**config.mk**
```make
export PLATFORM = sky130hd
export DESIGN_NAME = idx_addr_unit
export DESIGN_NICKNAME = d
export VERILOG_FILES = /design/src/rtl/idx_pkg.sv /design/src/rtl/idx_mode_fsm.sv /design/src/rtl/idx_regfile.sv /design/src/rtl/idx_ea_calc.sv /design/src/rtl/idx_addr_unit.sv
export SDC_FILE = /design/constraint.sdc
export NUM_CORES = 1
export LEC_CHECK = 0
export ABC_AREA = 1
export BUFFER_PORTS_ARGS = -buffer_cell sky130_fd_sc_hd__buf_2
export CORE_MARGIN = 8
export CORE_UTILIZATION = 50
export DETAILED_ROUTE_END_ITERATION = 8
export MAX_ROUTING_LAYER = met4
export PLACE_DENSITY = 0.68
export SLEW_MARGIN = 5
export SYNTH_ARGS = -nofsm -noshare
export SYNTH_HDL_FRONTEND = slang
export SYNTH_HIERARCHICAL = 1
export SYNTH_SLANG_ARGS = --single-unit
export TNS_END_PERCENT = 100
```
**constraint.sdc**
```tcl
create_clock -name clk -period 20.3 [get_ports clk]
set_input_delay 6.09 -clock clk [delete_from_list [all_inputs] [get_ports clk]]
set_output_delay 6.09 -clock clk [all_outputs]
set_load 0.01 [all_outputs]
```
**src/rtl/idx_pkg.sv**
```systemverilog
package idx_pkg;
    localparam int ADDR_W = 15;
    localparam int TAG_W  = 3;
    localparam int NREG   = (1 << TAG_W) - 1;

    typedef enum logic [1:0] {
        OP_MEM   = 2'd0,
        OP_LOAD  = 2'd1,
        OP_ENTER = 2'd2,
        OP_LEAVE = 2'd3
    } op_kind_t;

    typedef enum logic {
        ST_MULTI  = 1'b0,
        ST_SINGLE = 1'b1
    } mode_t;
endpackage

```
**src/rtl/idx_mode_fsm.sv**
```systemverilog
module idx_mode_fsm
    import idx_pkg::*;
(
    input  logic     clk,
    input  logic     rst_n,
    input  logic     op_valid,
    input  op_kind_t op_kind,
    output mode_t    mode
);
    mode_t state_q, state_d;

    always_ff @(posedge clk) begin
        if (!rst_n) state_q <= ST_MULTI;
        else        state_q <= state_d;
    end

    always_comb begin
        state_d = state_q;
        unique case (state_q)
            ST_MULTI:  if (op_valid && op_kind == OP_LEAVE) state_d = ST_SINGLE;
            ST_SINGLE: if (op_valid && op_kind == OP_ENTER) state_d = ST_MULTI;
            default:   state_d = ST_MULTI;
        endcase
    end

    assign mode = state_q;
endmodule

```
**src/rtl/idx_regfile.sv**
```systemverilog
module idx_regfile
    import idx_pkg::*;
#(
    parameter int W  = ADDR_W,
    parameter int TW = TAG_W,
    parameter int N  = (1 << TW) - 1
) (
    input  logic               clk,
    input  logic               rst_n,
    input  logic               wr_en,
    input  mode_t              mode,
    input  logic [TW-1:0]      tag,
    input  logic [W-1:0]       wdata,
    output logic [N-1:0][W-1:0] regs
);
    for (genvar i = 1; i <= N; i++) begin : g_reg
        localparam logic [TW-1:0] NUM = TW'(i);
        localparam bit IS_POW2 = ($countones(i) == 1);
        logic hit;

        always_comb begin
            hit = 1'b0;
            unique case (mode)
                ST_MULTI:  hit = IS_POW2 && ((NUM & tag) != '0);
                ST_SINGLE: hit = (tag == NUM);
                default:   hit = 1'b0;
            endcase
        end

        always_ff @(posedge clk) begin
            if (!rst_n)            regs[i-1] <= '0;
            else if (wr_en && hit) regs[i-1] <= wdata;
        end
    end
endmodule

```
**src/rtl/idx_ea_calc.sv**
```systemverilog
module idx_ea_calc
    import idx_pkg::*;
#(
    parameter int W  = ADDR_W,
    parameter int TW = TAG_W,
    parameter int N  = (1 << TW) - 1
) (
    input  mode_t               mode,
    input  logic                use_index,
    input  logic [TW-1:0]       tag,
    input  logic [W-1:0]        y,
    input  logic [N-1:0][W-1:0] regs,
    output logic [W-1:0]        ea
);
    logic [TW-1:0][W-1:0] multi_terms;
    logic [W-1:0] multi_or, single_sel, ct;

    for (genvar k = 0; k < TW; k++) begin : g_term
        assign multi_terms[k] = tag[k] ? regs[(1 << k) - 1] : '0;
    end

    always_comb begin
        multi_or = '0;
        for (int k = 0; k < TW; k++) multi_or = multi_or | multi_terms[k];
        single_sel = (tag == '0) ? '0 : regs[tag - TW'(1)];
        ct = '0;
        unique case (mode)
            ST_MULTI:  ct = multi_or;
            ST_SINGLE: ct = single_sel;
            default:   ct = '0;
        endcase
        ea = use_index ? (y - ct) : y;
    end
endmodule

```
**src/rtl/idx_addr_unit.sv**
```systemverilog
module idx_addr_unit
    import idx_pkg::*;
(
    input  logic              clk,
    input  logic              rst_n,
    input  logic              op_valid_i,
    input  logic [1:0]        op_kind_i,
    input  logic [TAG_W-1:0]  tag_i,
    input  logic [ADDR_W-1:0] y_i,
    input  logic [1:0]        flag_i,
    input  logic [ADDR_W-1:0] load_data_i,
    output logic [ADDR_W-1:0] ea_o,
    output logic              indirect_o,
    output logic              mode_multi_o
);
    op_kind_t kind;
    mode_t    mode;
    logic     is_mem;
    logic [NREG-1:0][ADDR_W-1:0] regs;

    assign kind   = op_kind_t'(op_kind_i);
    assign is_mem = op_valid_i && (kind == OP_MEM);

    idx_mode_fsm u_fsm (
        .clk      (clk),
        .rst_n    (rst_n),
        .op_valid (op_valid_i),
        .op_kind  (kind),
        .mode     (mode)
    );

    idx_regfile #(.W(ADDR_W), .TW(TAG_W), .N(NREG)) u_rf (
        .clk   (clk),
        .rst_n (rst_n),
        .wr_en (op_valid_i && (kind == OP_LOAD)),
        .mode  (mode),
        .tag   (tag_i),
        .wdata (load_data_i),
        .regs  (regs)
    );

    idx_ea_calc #(.W(ADDR_W), .TW(TAG_W), .N(NREG)) u_ea (
        .mode      (mode),
        .use_index (is_mem),
        .tag       (tag_i),
        .y         (y_i),
        .regs      (regs),
        .ea        (ea_o)
    );

    assign indirect_o   = is_mem && (flag_i == 2'b11);
    assign mode_multi_o = (mode == ST_MULTI);
endmodule

```
==> impl_results.md <==
- Comb pwr share: 21.2%
- FF+latch count, synth: 106
- Synth Net Count: 1148
- Core area: 13090 um^2
- CTS clk-pin slew, worst paths: 0.07 ns
- Crit. Startpoint: tag_i[0]
- Hold Crit Start: u_rf/regs[83]$_SDFFE_PN0P_
- Hold_buf cts: 0
- Vias: 6794
- Critical Path AT: 10.41 ns
- Share of the synthesized area in the top cell type: 31.95%
- Distinct cells, synth: 38
- Max-cap violations: 0
- Reg power frac: 43.0%
- Worst vdd ir: 0.04069 mV
- Max-slew violation count: 0
- Initial antenna violation count: 0
- Max-slew headroom: 16.68%
- Hpwl dp: 12810 um
- Sink Count: 106
- Mapped Avg Cell Area: 6.087 um^2
- Sw Ratio: 30.26%
- Dpl ws: 3.897 ns
- First-pass GRT wire length: 31310 um
- YS warnings: 6
- Die height: 131.3 um
- H-tree depth: 3
- Setup CP Type: in2out
- Worst hold path type: reg2reg
- Cell Area, Synth: 6641 um^2
- CP delay by family, top: adder cells
- I/O pin count: 57
- Clock Root Buffer: clkbuf_16
- Tmin final: 16.50 ns
- Clk pwr share: 35.8%
- Placed inst area: 6790 um^2
- Post-route setup slack: 3.799 ns
- Sw Pwr: 151.3 uW
- Number of CTS-inserted buffers: 9
- Grt total ovfl: 0
- Cell-by-cell trace of the critical path: buf_2 > buf_4 > inv_2 > ha_1 > inv_2 > o211ai_1 > o211ai_2 > nand3_1 > a22oi_2 > ha_1 > fa_1 > inv_1 > nand2_1 > nand2_1 > nand3_2 > nand2_2 > a21oi_1 > or2_1 > nand3_1 > nand2_1 > buf_2
- PostCTS Resize Cnt: 0
- RSZ-0062 raised after global routing: false
- Critical Path Source Type: input port
- Final net count: 1150
- Crit path top cell by count: nand2_1
- Fmax: 60.60 MHz
- Final Setup Violations: 0
- IO buf count: 56
- Cell taking the most area after synthesis: dfxtp_1
- Clock Tree Buf Depth: 2
- DR WL/cell: 15.13 um
- Share of cells above drive strength 1: 9.854%
- Cells after synthesis: 1091
- Status: complete, no violations
- Worst R2R Start: u_fsm/mode$_SDFF_PN0_
- Die Wd: 131.3 um
- CTS tree: done
- DR iter-0 viols: 616
- Critical path peak fanout: 53
- FP Rows: 42
- Die Area: 17230 um^2
- Lkg Pwr: 0.003142 uW
- Critical path endpoint category: primary output
- Drt via density: 5.337
- Final worst path period share: 81.28%
- Area Growth Syn to Fin: 6.801%
- Clk_skew: 0.006892 ns
- CP bufs+invs: 6
- Drt first pass iters: 5
- Final wirelength: 19260 um
- Initial core utilization: 50.76%
- Commonest non-fill, non-tap cells in the layout: 333 x nand2_1, 187 x nor2_1, 118 x nand3_1, 106 x dfxtp_1, 97 x a21oi_1
- Slew @ Worst Pin: 1.248 ns
- Vias in the first global route: 5970
- Core Util, Final: 54.21%
- Post-CTS Setup Repair Bufs: 0
- Max incr delay on CP: 1.12 ns
- Setup TNS: 0 ns
- Fin area: 7093 um^2
- Final Wtd Congestion: 0.9201
- PwrDens: 70.49 nW/um^2
- Worst skew pair latency: 0.35 ns
- GRT Util Overall: 22.54%
- Most common cell after layout, fill and taps aside: nand2_1
- Worst EP required: 14.21 ns
- Main area contributors after synthesis: dfxtp_1 32%, nand2_1 19%, nor2_1 11%, nand3_1 8.9%, a21oi_1 7.3%
- CP max-delay cell: ha_1
- Post-route DRC violation count: 0
- FILL cells: 1384
- Final Hold Viols: 0
- Sequential-to-total area share from yosys stat: 31.95%
- Largest net degree at the start of global routing: 107
- Antenna violation net count after detailed routing: 0
- Internal Power: 348.7 uW
## final cells by class
cell class / instances / area (um^2) / area share, %
timing repair buffer: 61 / 320.3 / 4.516
tap: 176 / 220.2 / 3.105
antenna: 1 / 2.502 / 0.03528
inverter: 56 / 210.2 / 2.963
clock inverter: 3 / 47.55 / 0.6703
clock buffer: 11 / 252.7 / 3.563
sequential: 106 / 2122 / 29.92
multi-input combinational: 859 / 3918 / 55.23
## stage by stage
step	power (uW)	hold slack (ns)	std cells
3_3_place_gp	323.7	0.4550	1258
5_1_grt	525.2	0.4978	1272
2_1_floorplan	298.1	0.4495	1091
3_5_place_dp	324.1	0.4673	1258
4_1_cts	502.2	0.4834	1272
6_report	500.0	0.4819	1273
## state kept, by name (all words and copies together), names as in the netlist
signal and cells:
u_rf/regs 105, u_fsm/mode 1
## worst paths after layout
path / end / slack, ns / cells past startpoint
hold reg to reg: u_rf/regs[83]$_SDFFE_PN0P_ / 0.48 / 2
setup reg to reg: u_rf/regs[85]$_SDFFE_PN0P_ / 17.65 / 5
setup / recovery: ea_o[10] / 3.80 / 21
hold / removal: u_rf/regs[83]$_SDFFE_PN0P_ / 0.48 / 2
## layer usage
metal  vias up  track usage (%)  share of wire [%]
li1       3499                -                  -
met3        23            3.811                7.0
met1      3035            29.65                 46
met2       237            33.54                 44
met5         -                -                  0
met4         0            9.572                2.5
## cell usage after synthesis, drive strengths merged
library cell and count:
a21boi 1, a21oi 99, a221oi 2, a22oi 1, a31oi 2, and2 1
buf 58, clkbuf 12, clkinv 1, dfxtp 106, fa 1, ha 16
inv 55, nand2 335, nand3 120, nand3b 2, nand4 3, nor2 201
nor3 1, o211ai 3, o21ai 60, o21bai 2, or2 6, xnor2 3
## logic make-up after synthesis
group	count (synthesis)	share of synthesized area [%]
DFF	106	31.95
AOI/OAI and AO/OA	170	13.62
buffers and inverters	126	9.382
and+or+nand+nor	669	41.33
adders and majority gates	17	3.316
xor gates and xnor gates	3	0.3957
## tightest hold or removal path, delay by kind of cell (launching register included)
kind             cells  cell delay, ns
AND/OR/NAND/NOR      2            0.13
flip-flops           1            0.32
## power groups by stage
stage,combinational (uW),clock [uW],sequential [uW]
2_1_floorplan,79.8,0,218
5_1_grt,119,191,215
6_report,106,179,215
3_5_place_dp,104,0,220
3_3_place_gp,104,0,220
4_1_cts,105,183,215
Note: power is estimated with default switching activity, not from simulation.
